**src/rtl/isa_lane_bridge.sv**
```systemverilog
module isa_lane_bridge #(
  parameter int AW = 20,
  parameter int PW = 16,
  parameter int STROBE_CLKS = 4,
  parameter int MEM_CHK_LO = 17,
  parameter logic [PW-1:0] SIO_A = 16'h03F8,
  parameter logic [PW-1:0] SIO_B = 16'h02F8,
  parameter logic [PW-1:0] SIO_C = 16'h0378
) (
  input  logic          clk,
  input  logic          rst_n,
  input  logic          cpu_valid,
  input  logic          cpu_we,
  input  logic [1:0]    cpu_size,
  input  logic [AW-1:0] cpu_addr,
  input  logic [31:0]   cpu_wdata,
  output logic          cpu_ready,
  output logic          cpu_err,
  output logic [31:0]   cpu_rdata,
  output logic [PW-1:0] isa_addr,
  output logic          isa_bhe,
  output logic          isa_ior,
  output logic          isa_iow,
  output logic          isa_memr,
  output logic          isa_memw,
  output logic [15:0]   isa_dout,
  output logic          isa_oe,
  input  logic [15:0]   isa_din
);
  localparam int OW = AW - 1;
  localparam int CW = (STROBE_CLKS > 1) ? $clog2(STROBE_CLKS) : 1;
  localparam logic [1:0] SZ_BYTE = 2'd0, SZ_HALF = 2'd1, SZ_WORD = 2'd2;
  localparam logic [1:0] K_LO = 2'd0, K_HI = 2'd1, K_HALF = 2'd2, K_SPLIT = 2'd3;

  typedef enum logic [2:0] {S_IDLE, S_SETUP, S_STRB, S_HOLD, S_RESP} st_t;

  st_t st;
  logic [CW-1:0] cnt;
  logic ph, we_r, mem_r, err_r, bhe_r;
  logic [1:0] kind_r;
  logic [PW-1:0] port_r;
  logic [15:0] dout_r, whi_r;
  logic [31:0] rdata_r;

  logic [OW-1:0] off;
  logic is_mem, sio;
  logic [PW-1:0] p0, p1;

  assign off    = cpu_addr[OW-1:0];
  assign is_mem = cpu_addr[AW-1];
  assign p0     = off[PW+1:2];
  assign p1     = {off[PW:2], off[0]};
  assign sio    = !is_mem && ((p0[PW-1:3] == SIO_A[PW-1:3]) ||
                              (p0[PW-1:3] == SIO_B[PW-1:3]) ||
                              (p0[PW-1:3] == SIO_C[PW-1:3]));

  logic d_err, d_bhe;
  logic [1:0] d_kind;
  logic [PW-1:0] d_port;
  logic [15:0] d_dout;

  always_comb begin
    d_err  = 1'b0;
    d_bhe  = 1'b0;
    d_kind = K_LO;
    d_port = p1;
    if (cpu_size == 2'd3) begin
      d_err = 1'b1;
    end else if (sio) begin
      d_port = p0;
      if (cpu_size == SZ_HALF) begin
        d_bhe  = 1'b1;
        d_kind = K_HALF;
      end
      if (off[1:0] != 2'b00 || cpu_size == SZ_WORD || (cpu_size == SZ_HALF && p0[0]))
        d_err = 1'b1;
    end else begin
      if (off[1] || (is_mem && off[MEM_CHK_LO] != off[MEM_CHK_LO+1]))
        d_err = 1'b1;
      case (cpu_size)
        SZ_BYTE: begin
          d_bhe  = off[0];
          d_kind = off[0] ? K_HI : K_LO;
        end
        SZ_HALF: begin
          d_bhe  = 1'b1;
          d_kind = K_HALF;
          if (off[0]) d_err = 1'b1;
        end
        default: begin
          if (off[0]) d_err = 1'b1;
          if (is_mem) begin
            d_bhe  = 1'b1;
            d_kind = K_SPLIT;
            if (off[2]) d_err = 1'b1;
          end else begin
            d_port = {p1[PW-1:1], 1'b1};
          end
        end
      endcase
    end
  end

  always_comb begin
    case (d_kind)
      K_LO:    d_dout = {8'h00, cpu_wdata[7:0]};
      K_HI:    d_dout = {cpu_wdata[15:8], 8'h00};
      default: d_dout = cpu_wdata[15:0];
    endcase
  end

  always_ff @(posedge clk) begin
    if (!rst_n) begin
      st      <= S_IDLE;
      cnt     <= '0;
      ph      <= 1'b0;
      we_r    <= 1'b0;
      mem_r   <= 1'b0;
      err_r   <= 1'b0;
      bhe_r   <= 1'b0;
      kind_r  <= K_LO;
      port_r  <= '0;
      dout_r  <= '0;
      whi_r   <= '0;
      rdata_r <= '0;
    end else begin
      case (st)
        S_IDLE: if (cpu_valid) begin
          err_r   <= d_err;
          rdata_r <= '0;
          if (d_err) begin
            st <= S_RESP;
          end else begin
            st     <= S_SETUP;
            port_r <= d_port;
            bhe_r  <= d_bhe;
            kind_r <= d_kind;
            we_r   <= cpu_we;
            mem_r  <= is_mem;
            dout_r <= d_dout;
            whi_r  <= cpu_wdata[31:16];
            ph     <= 1'b0;
          end
        end
        S_SETUP: begin
          cnt <= '0;
          st  <= S_STRB;
        end
        S_STRB: begin
          if (cnt == CW'(STROBE_CLKS - 1)) begin
            st <= S_HOLD;
            if (!we_r) begin
              case (kind_r)
                K_LO:    rdata_r[7:0]  <= isa_din[7:0];
                K_HI:    rdata_r[15:8] <= isa_din[15:8];
                K_HALF:  rdata_r[15:0] <= isa_din;
                default: if (ph) rdata_r[31:16] <= isa_din;
                         else    rdata_r[15:0]  <= isa_din;
              endcase
            end
          end else begin
            cnt <= cnt + 1'b1;
          end
        end
        S_HOLD: begin
          if (kind_r == K_SPLIT && !ph) begin
            ph     <= 1'b1;
            port_r <= port_r + PW'(2);
            dout_r <= whi_r;
            st     <= S_SETUP;
          end else begin
            st <= S_RESP;
          end
        end
        default: begin
          st    <= S_IDLE;
          err_r <= 1'b0;
        end
      endcase
    end
  end

  logic active, busy;
  assign active    = (st == S_STRB);
  assign busy      = (st == S_SETUP) || (st == S_STRB) || (st == S_HOLD);
  assign isa_ior   = active && !we_r && !mem_r;
  assign isa_iow   = active &&  we_r && !mem_r;
  assign isa_memr  = active && !we_r &&  mem_r;
  assign isa_memw  = active &&  we_r &&  mem_r;
  assign isa_oe    = busy && we_r;
  assign isa_addr  = port_r;
  assign isa_bhe   = bhe_r;
  assign isa_dout  = dout_r;
  assign cpu_ready = (st == S_RESP);
  assign cpu_err   = (st == S_RESP) && err_r;
  assign cpu_rdata = rdata_r;

  logic strb_any;
  logic [CW:0] srun;
  assign strb_any = isa_ior | isa_iow | isa_memr | isa_memw;

  always_ff @(posedge clk) begin
    if (!rst_n) srun <= '0;
    else        srun <= strb_any ? srun + 1'b1 : '0;
  end

  a_r2_setup_stable: assert property (@(posedge clk) disable iff (!rst_n)
    $rose(strb_any) |-> $stable(isa_addr) && $stable(isa_bhe));
  a_r2_strobe_stable: assert property (@(posedge clk) disable iff (!rst_n)
    (strb_any && $past(strb_any)) |-> $stable(isa_addr) && $stable(isa_bhe));
  a_r2_hold_stable: assert property (@(posedge clk) disable iff (!rst_n)
    $fell(strb_any) |-> $stable(isa_addr));
  a_r2_strobe_width: assert property (@(posedge clk) disable iff (!rst_n)
    $fell(strb_any) |-> srun == (CW+1)'(STROBE_CLKS));
  a_r1_ready_pulse: assert property (@(posedge clk) disable iff (!rst_n)
    cpu_ready |=> !cpu_ready);
  a_r11_err_quiet: assert property (@(posedge clk) disable iff (!rst_n)
    cpu_err |-> cpu_ready && !strb_any && $stable(isa_addr));
  a_r13_one_strobe: assert property (@(posedge clk) disable iff (!rst_n)
    $onehot0({isa_ior, isa_iow, isa_memr, isa_memw}));
  a_r13_drive_on_write: assert property (@(posedge clk) disable iff (!rst_n)
    (isa_iow || isa_memw) |-> isa_oe);
  a_r13_no_drive_on_read: assert property (@(posedge clk) disable iff (!rst_n)
    (isa_ior || isa_memr) |-> !isa_oe);
endmodule

```
**config.mk**
```make
export PLATFORM = sky130hd
export DESIGN_NAME = isa_lane_bridge
export DESIGN_NICKNAME = d
export VERILOG_FILES = /design/src/rtl/isa_lane_bridge.sv
export SDC_FILE = /design/constraint.sdc
export NUM_CORES = 1
export LEC_CHECK = 0
export ABC_AREA = 1
export CAP_MARGIN = 10
export CORE_MARGIN = 5
export CORE_UTILIZATION = 30
export CTS_BUF_LIST = sky130_fd_sc_hd__clkbuf_4
export DETAILED_ROUTE_END_ITERATION = 10
export DONT_BUFFER_PORTS = 1
export RECOVER_POWER = 25
export SETUP_SLACK_MARGIN = 0.05
export SLEW_MARGIN = 15
export SYNTH_ARGS = -nofsm -noshare
export SYNTH_HDL_FRONTEND = slang
export SYNTH_SLANG_ARGS = --single-unit
```
**constraint.sdc**
```tcl
create_clock -name clk -period 5.4 [get_ports clk]
set_clock_uncertainty 0.2 [all_clocks]
set_input_delay 0.54 -clock clk [delete_from_list [all_inputs] [get_ports clk]]
set_output_delay 0.54 -clock clk [all_outputs]
set_load 0.02 [all_outputs]
```
# Yosys cells after proc, flatten, opt, wreduce, memory -nomap -nowiden
# Cells that the tools add are included.
[classes]
bitwise_logic = 2
n_reduce_logical = 44
mul = 0
order_cmp = 0
n_eq_ne = 28
n_div = 0
mux = 54
shifts = 0
addsub = 2
[ops]
columns = ["op", "count"]
rows = [
  ["$mux W16", 11],
  ["$mux W32", 3],
  ["$pmux W16 S2", 3],
  ["$pmux W32 S2", 1],
  ["$eq A13 B7 Y1 const B", 3],
  ["$pmux W8 S2", 2],
  ["$mux W1", 18],
  ["$ne A2 B2 Y1 const B", 9],
  ["$reduce_and A6 Y1", 3],
  ["$add A16 B2 Y16 const B", 1],
  ["$logic_and A1 B1 Y1", 12],
  ["$mux W3", 4],
  ["$pmux W3 S4", 1],
  ["$eq A2 B2 Y1 const B", 5],
  ["$mux W2", 5],
  ["$pmux W1 S2", 4],
  ["$pmux W2 S2", 2],
  ["$reduce_bool A2 Y1", 4],
  ["$logic_or A1 B1 Y1", 7],
  ["$eq A2 B1 Y1 const B", 3],
  ["$eq A3 B2 Y1 const B", 2],
  ["$logic_not A2 Y1", 3],
  ["$ne A3 B3 Y1 const B", 2],
  ["$reduce_and A2 Y1", 3],
  ["12 further kinds", 19],
]
[word_totals]
ff_bits = 92
word_cells = 144
mem_bits_rw = 0
romBits = 0
n_memories = 0
inputBits = 74
latch_bits = 0
out_inout_bits = 72

# Depth between registers and ports, before layout
# Gate-level depths: netlist (run 1).
[depth]
depth_word = 13
ltp_mapped = 14
depth_no_buf = 12

# Worst setup path before layout (run 1)
# No wires, ideal clock.
[synth_timing]
path_type = "input port to flip-flop"
from = "in cpu_addr[16]"
to = "reg port_r[14] (netlist: isa_addr[14])"
n_path_buf = 2
slack_ns = 3.420
arrival_ns = 1.669
setup_ns = 0.111
path_stages = 14
required_time_ns = 5.089
cell_sequence = "inv_1 > nand2_1 > nor2_1 > nand2_1 > nor2_2 > nand3_1 > nand2_2 > nand2_4 > nand2_4 > inv_2 > buf_6 > buf_6 > nor2_1 > nor2_1"
[synth_between]
elab_chain_len = 9
elab_cells_between_ends = 15
classes_between = "eq/ne (4); mux (7); reduce/logical (4)"
[synth_lines]
columns = ["item", "line_no", "rtl"]
rows = [
  ["from (decl)", "15", "input logic [AW-1:0] cpu_addr,"],
  ["$eq A13 B7 Y1, on equally long branches", "53, 54", ""],
  ["$logic_or A1 B1 Y1", "53", "assign sio = !is_mem && ((p0[PW-1:3] == SIO_A[PW-1:3]) ||"],
  ["$logic_or A1 B1 Y1", "54", "(p0[PW-1:3] == SIO_B[PW-1:3]) ||"],
  ["$logic_and A1 B1 Y1", "53", ""],
  ["$mux W16", "69", "end else if (sio) begin"],
  ["$mux W16", "67", "if (cpu_size == 2'd3) begin"],
  ["$mux W16", "131", "if (d_err) begin"],
  ["$mux W16", "128", "S_IDLE: if (cpu_valid) begin"],
  ["$pmux W16 S2", "127", "case (st)"],
  ["to (signal assigned)", "135", "port_r <= d_port;"],
  ["to (signal assigned)", "168", "port_r <= port_r + PW'(2);"],
  ["to (decl)", "41", "logic [PW-1:0] port_r;"],
]
# Parallel ways exist; a longest one is shown, timed or not. The select of a mux whose other input is x is not followed.
# A chain may end at the register's enable or synchronous reset.

# Worst setup path after layout (run 1)
[layout_timing]
from = "reg st[0]"
to = "out isa_memr"
[layout_between]
elab_chain_len = 3
[layout_lines]
columns = ["item", "line_no", "rtl"]
rows = [
  ["from (decl)", "37", "st_t st;"],
  ["from (signal assigned)", "114", "st <= S_IDLE;"],
  ["from (signal assigned)", "132", "st <= S_RESP;"],
  ["from (signal assigned)", "134", "st <= S_SETUP;"],
  ["$eq A3 B2 Y1", "184", "assign active = (st == S_STRB);"],
  ["$logic_and A1 B1 Y1 (2 in a row)", "188", "assign isa_memr = active && !we_r && mem_r;"],
  ["to (decl)", "24", "output logic isa_memr,"],
]
# Every way passes these cells.

==> run summary, run 1 <==
Summed over all cells, the static leakage comes to 2.46 nW. Hold violation count in the final report: 0. The H-tree was split into 3 levels. The logs give 0.160 for the total global-route track usage and 847 for the net count of the mapped netlist.

The first TritonRoute pass finished after 5 iterations. Power comes to 1.53 mW. The worst setup path is of the reg -> out kind. STA puts the critical path data arrival time at 2.27 ns. For the worst flop-to-flop path, the logic depth is 10. Summed over all instances, the cell type with the most area after synthesis is dfxtp_1. The area growth from synthesis to layout came out at 10.2%. The tools report the critical path capture point type as an output pin. The logs give 146 for the top-level port count and 0.48 ns for the clock network latency to the later pin of the worst-skew pair. The run gives 0 ns as the final total negative setup slack.

The via count of the first global-routing pass was 4264. The die is 136 um wide. The maximum single-stage delay on the critical path was 0.80 ns. The area share of the leading cell type in the synthesized netlist was 0.387. The standard cell core area is 15700 um^2.

Among all flip-flop cells after synthesis, the most frequent one is dfxtp_1. Synthesis instantiated 28 different standard cells from the library. The worst register-to-register path begins at st[0]. TritonCTS built the clock tree. By count the netlist is led by 191 x nor2_1, 152 x nand2_1, 92 x dfxtp_1. The logs give 0 for the count of max-cap constraint violations and 846 for the final layout net count.

Counting every instance in the synthesized netlist gives 766. Yosys instantiated no cell more often than nor2_1. The sink of the worst hold path is mem_r. The run finished with clean final reports.

The row count was 46. The critical-path cell with the highest stage delay is nor3_1. Summed over all layers, the routed wires come to 14800 um.

The last weighted congestion value of the routability-driven placer was 0.871; the total overflow reported by the global router was 0. The per-instance average area after synthesis is 6.22 um^2. Setup violations remaining at the end of the flow were counted as 0. The number of antenna-violating nets in the routed design is 0, and the number of antenna violations at the first check in global routing is 3. The count of input and output buffers works out to 0.

The run gives 0.149 mV as the worst voltage drop across the vdd grid. The worst hold path begins at cpu_addr[19]. At the worst endpoint, the required time is 4.66 ns. After detailed routing, the number of remaining DRC violations is 0. The proportion of synthesized flip-flops having asynchronous set or reset is 0. Launching element type of the critical path: a register. Top cell family by delay on the critical path: simple AND/OR/NAND/NOR gates.

The number of pins with negative max-slew slack in the final report was 0; the portion of the clock cycle consumed by the worst path in the final layout was 0.557. The tree is rooted in a clkbuf_4. The tools report the initial standard-cell utilization of the core as 0.303. The run gives 9 as the clock buffer count from CTS. Ranked by total cell area, the synthesized netlist is headed by dfxtp_1 39%, nor2_1 15%, nand2_1 12%. For the setup slack at placement, the log shows 2.56 ns.

For this design the ratio of total power to cell area is 292 nW/um^2. The slew at the pin closest to its max-slew limit is 0.838 ns. The path class of the tightest hold or removal check is in -> reg.

Post-CTS timing repair inserted 0 buffers for setup. The longest clock path from root to sink contains 2 buffers. Of all nets on the critical path, the largest fanout is 24. Across all register-to-register paths, the minimum setup slack is 2.53 ns. Walking the worst path, the cells encountered are nor2_1 -> nand2_1 -> nor3_1. The post-synthesis instance area was 4760 um^2; the time the final worst path needs with I/O delays and setup was 3.01 ns.

The logs give 0.387 for the post-synthesis sequential area ratio and 0.440 for the relative slew slack. Number of DRC violations after detailed-routing iteration 0: 274. The proportion of layout cells with a drive suffix above 1 is 0.0403, and the via count is 4640.

The worst hold path cell count came out at 2. The share of the core filled with cells in the final layout came out at 0.334. Setup repair after global routing left no endpoint under its margin. The die area is 18500 um^2.

Static timing analysis puts the maximum clock frequency at 332 MHz. The worst path meets setup with 2.39 ns of slack. The number of synthesis warnings was 0.

Height of the die: 136 um. The tree built by TritonCTS fans out to 92 sinks. In this run the critical register-to-register path is captured at cpu_rdata[5]. Clock-pin slew was measured on the worst setup and hold paths at 0.18 ns.

Dividing the detail-routed wire length by the instance count gives 15.0 um. The number of enable-type register cells in the synthesized netlist is 0. The average via count per standard cell works out to 4.70.

Once detailed placement completed, the half-perimeter wirelength came to 10200 um. The buffering stage count on the worst path with inverters included works out to 0. The first global-routing pass estimated 23100 um of wire.

Synthesis inferred 92 register bits. Entering global routing, the biggest net connects 87 pins.
per-layer routing:
layer	routed length, um	share of wire	track usage	up-vias
li1	-	-	-	2402
met1	6690	0.45	0.208	2080
met2	6530	0.44	0.247	138
met3	1420	0.095	0.0577	16
met4	169	0.011	0.0487	4
met5	23	0.0016	0	-
cells in the final DEF, fill, tap and decap left out, drive strengths merged, types with 2 or more instances in the layout:
cell / Yosys / layout
buf: 18 / 5
diode: 0 / 2
o21ai: 71 / 71
xor2: 2 / 2
inv: 91 / 95
nand2: 156 / 156
clkbuf: 17 / 9
or2: 3 / 3
dfxtp: 92 / 92
clkinv: 0 / 2
a31oi: 2 / 2
nand3: 72 / 72
ha: 7 / 7
a21oi: 25 / 25
dlygate4sd3: 0 / 18
nor3: 10 / 10
nor2: 194 / 194
o211ai: 2 / 2
area by class of cell:
| type | count | area, um^2 |
|---|---|---|
| clock inverter | 7 | 80.1 |
| sequential | 92 | 1840 |
| timing repair buffer | 23 | 238 |
| tap | 216 | 270 |
| clock buffer | 9 | 67.6 |
| fill | 1735 | 10500 |
| antenna | 2 | 5.00 |
| inverter | 91 | 342 |
| multi-input combinational | 548 | 2410 |
where the power goes:
group          internal (mW)  leakage [nW]  switching (mW)
Clock                  0.150        0.0845           0.276
Combinational         0.0844          1.63           0.161
Sequential             0.745         0.752           0.116
sequential cells by signal, summed over array words and instances (netlist names), 2 cells and up:
| register | flops |
|---|---|
| cpu_rdata | 32 |
| whi_r | 16 |
| isa_dout | 16 |
| kind_r | 2 |
| st | 3 |
| cnt | 2 |
| isa_addr | 16 |
worst register-to-register path, delay by kind of cell (launching register included):
family | cells | cell delay (ns)
and+or+nand+nor | 8 | 1.90
DFF | 1 | 0.43
buffers and inverters | 2 | 0.25
worst max-delay path by stage:
stage          slack, ns            to          from  depth (start not counted)
6_report            2.39      isa_memr         st[0]                          3
5_1_grt             2.22  cpu_rdata[5]         st[0]                         10
4_1_cts             2.57      isa_memr         st[0]                          3
3_5_place_dp        2.56     kind_r[1]   cpu_addr[5]                         11
3_3_place_gp        2.52     kind_r[1]   cpu_addr[5]                         11
2_1_floorplan       3.42  isa_addr[14]  cpu_addr[16]                         14
through the flow:
stage | cell area (um^2) | hold slack (ns) | instances
2_1_floorplan | 4760 | 0.255 | 766
5_1_grt | 5250 | 0.0149 | 987
3_5_place_dp | 4890 | 0.275 | 951
6_report | 5250 | 0.0383 | 988
4_1_cts | 5250 | 0.00128 | 986
3_3_place_gp | 4890 | 0.265 | 951
kinds of logic after synthesis:
logic type / share of synthesized area
flip-flops: 0.387
AO/OA/AOI/OAI: 0.110
buffers and inverters: 0.107
AND/OR/NAND/NOR: 0.375
adder cells (fa/ha/maj): 0.0184
XOR/XNOR: 0.00368
timing repair:
item | 4_1_cts | 5_1_grt
endpoints found under the hold margin | 87 | 0
hold buffers | 19 | 0
gates resized for setup | 0 | 0
Note: power is estimated with default switching activity, not from simulation.
==> run 2: changes to the inputs <==
--- a/config.mk
+++ b/config.mk
@@ -5,7 +5,7 @@
 export SDC_FILE = /design/constraint.sdc
 export NUM_CORES = 1
 export LEC_CHECK = 0
-export ABC_AREA = 1
+export ABC_AREA = 0
 export CAP_MARGIN = 10
 export CORE_MARGIN = 5
 export CORE_UTILIZATION = 30
==> constraint.sdc (replaced) <==
create_clock -name clk -period 2.7 [get_ports clk]
set_clock_uncertainty 0.2 [all_clocks]
set_input_delay 0.27 -clock clk [delete_from_list [all_inputs] [get_ports clk]]
set_output_delay 0.27 -clock clk [all_outputs]
set_load 0.02 [all_outputs]
==> run 2 against run 1 <==
Effect of this change:
- first-iteration DRC count is 28% higher
- die area is 2.1% lower
- synthesized cell count is 26% lower
- clock power up 130%
- design area increased by 13%
- utilization increased by 5.5 points
- cell count down 16%
- sequential power up 70%
- critical path depth grew 3
- critical endpoint is now isa_addr[7]
==> run summary, run 2 <==
The tightest min-delay check is of the in -> reg type. The tools report the critical path capture point type as a register. The run gives 0 as the hold violation count in the final report. The critical path goes through or4bb_1 -> or4_1 -> o211ai_1 -> dlygate4sd3_1 -> o21ai_0 -> o221a_2. Summed over all layers, the global routing overflow is 0.

The total DRC errors in the routed layout was 0. Most congested layer reported by global routing: met2. The via count of the first global-routing pass was 4539. The number of antenna violations at the first check in global routing is 1, and the fmax is 393 MHz.

Counting every net in the synthesized netlist gives 645. Counting every instance in the synthesized netlist gives 564. Post-CTS timing repair inserted 0 buffers for setup.

The worst-case IR drop observed on VDD is 0.254 mV. Clock-pin slew was measured on the worst setup and hold paths at 0.16 ns. Each instance of the synthesized netlist takes up on average 8.25 um^2. For this run, the leading register cell type out of synthesis is dfxtp_1. The library cells used most frequently in the layout, excluding fill and tap cells, are 89 x dfxtp_1, 75 x dlygate4sd3_1, 74 x nand2_1. Adding up every negative setup slack in the final design gives 0 ns. Among cell families on the critical path, the largest total delay comes from simple AND/OR/NAND/NOR gates. For the number of buffers on the longest clock path, the log shows 2.

The top fanout value on the critical path works out to 6. Area share of the leading cell type in the synthesized netlist: 0.396. The height of the die is 135 um. Critical setup path kind: in -> reg. For this design, the sink count on the clock tree is 92. For the routing usage on met3, the log shows 0.0462. Average via count per standard cell: 5.58. In this run the clock root is driven by a clkbuf_4. TritonCTS built the clock tree. On the worst path, the slowest cell contributes a delay of 0.68 ns.

For the number of H-tree levels, the log shows 3. Ranked by total cell area, the synthesized netlist is headed by dfxtp_1 40%, a21oi_1 6.0%, nand2_1 6.0%. Dividing total power by cell area gives a power density of 474 nW/um^2.

Setup repair after global routing left no endpoint under its margin. The clock network latency to the later pin of the worst-skew pair is 0.47 ns. For the final worst hold slack, the log shows 0.159 ns. The number of pins with negative max-slew slack in the final report was 0; the proportion of layout cells with a drive suffix above 1 was 0.114. The mapped netlist covers 4660 um^2. The run gives 0.305 as the relative slew slack. The logs give 0.167 for the total global-route track usage and 2580 um^2 for the area of the multi-input gates.

Dividing the detail-routed wire length by the instance count gives 18.5 um. The commonest cells after synthesis are 92 x dfxtp_1, 74 x nand2_1, 56 x a21oi_1. The Yosys step of the flow raised 0 warnings. The clock buffer count from CTS was 9; the fraction of met2 tracks used by global routing was 0.267. For this design the top-level I/O count stands at 146.

The post-synthesis sequential area ratio is 0.396. The cell taking the most area after synthesis was dfxtp_1. The slowest stage of the critical path is the or4_1 cell.

The portion of the clock cycle consumed by the worst path in the final layout works out to 0.942. The final route contains 4648 vias. Subtracting the final worst setup slack from the clock period gives 2.54 ns.

Once detailed placement completed, the half-perimeter wirelength came to 11100 um. Data arrives at the worst endpoint at 2.73 ns. The buffering stage count on the worst path with inverters included is 1. Max-cap violations in this run came to 0.

Row generation in the floorplan step produced 45 rows. The tools report the last weighted congestion value of the routability-driven placer as 0.832. The pin count of the biggest net entering global routing was 41.

Counting distinct cell types in the post-synthesis netlist gives 69. The register cell area after layout came out at 1850 um^2. The die area was 18100 um^2; the register bit total from synthesis was 92. Fill cells in the final layout number 1528. The slew at the pin closest to its max-slew limit was 1.04 ns. STA classifies the critical path startpoint as an input port. Critical path required time: 2.88 ns. The count of nets left with antenna violations once routing finished came out at 0. The proportion of synthesized flip-flops having asynchronous set or reset was 0; the flip-flop count of the largest register after layout was 32. The met1 routing resource usage after global routing is 0.215, and the standard cell core area is 15200 um^2.

The final layout contains routed wiring with a total length of 15400 um. The analysis attributes to cell leakage a power of 2.28 nW. Before antenna repair, the detailed router went through 6 iterations. Leaving out fill and tap cells, the most frequent cell in the layout is dfxtp_1.

Setup violations remaining at the end of the flow were counted as 0. The first routing iteration left 350 violations. The count of input and output buffers is 0, and the area growth from synthesis to layout is 27.0%. The flow ran to the end, and the final reports show no timing, DRC or antenna violations.

From left edge to right edge, the die measures 135 um. The number of enable-type register cells in the synthesized netlist works out to 0. Final layout net count: 719. The first global-routing pass estimated 24400 um of wire. dfxtp_1 is the most common cell in the netlist.

Initial standard-cell utilization of the core: 0.306.
run 2: cells by family (layout without fill, tap and decap cells):
group / count (synthesis) / after routing / synth area share
compound gates: 173 / 173 / 0.241
xor+xnor: 2 / 2 / 0.00376
fa+ha+maj: 8 / 8 / 0.0210
buf+inv: 53 / 132 / 0.0516
flops: 92 / 92 / 0.396
mux: 30 / 30 / 0.0658
other cells: 0 / 2 / 0
simple gates: 206 / 206 / 0.221
run 2: report_power, final:
group,internal [mW],switching [mW]
sequential,1.39,0.0629
combinational,0.177,0.186
clock,0.476,0.507
total,2.05,0.755
run 2: layout make-up:
cell class	count	area share
antenna	2	0.000846
clock buffer	9	0.0114
clock inverter	7	0.0207
inverter	11	0.00698
multi-input combinational	419	0.437
sequential	92	0.312
tap	188	0.0398
timing repair buffer	105	0.171
run 2: what timing repair did:
action,CTS,global route
hold buffers,76,0
gates resized for setup,0,5
setup endpoints to repair,0,2
hold endpoints to repair,89,0
run 2: final timing paths:
kind	start	endpoint	slack, ns	depth (start not counted)
worst max-delay path	cpu_addr[12]	isa_addr[7]	0.16	6
worst min-delay path	cpu_addr[1]	isa_addr[14]	0.16	5
worst max register to register	isa_addr[2]	isa_addr[12]	0.18	7
worst min register to register	whi_r[4]	whi_r[4]	0.28	2
run 2: worst min-delay path, delay by kind of cell:
family | cells | cell delay, ns
AO/OA/AOI/OAI | 2 | 0.26
buffers and inverters | 1 | 0.15
AND/OR/NAND/NOR | 2 | 0.11
run 2: per-layer routing:
layer | part of all wire | vias up
met5 | 0 | -
met4 | 0.026 | 0
met3 | 0.082 | 35
met2 | 0.47 | 214
met1 | 0.42 | 2203
li1 | - | 2196
run 2: metrics by stage:
step	total power, mW	cells	util	worst slack, ns	cell area [um^2]
4_1_cts	2.83	831	0.388	0.136	5900
3_5_place_dp	1.74	739	0.325	-0.0519	4940
5_1_grt	2.92	832	0.389	0.0408	5910
6_report	2.80	833	0.389	0.156	5910
2_1_floorplan	1.67	564	-	0.214	4660
3_3_place_gp	1.73	739	0.325	-0.0375	4940
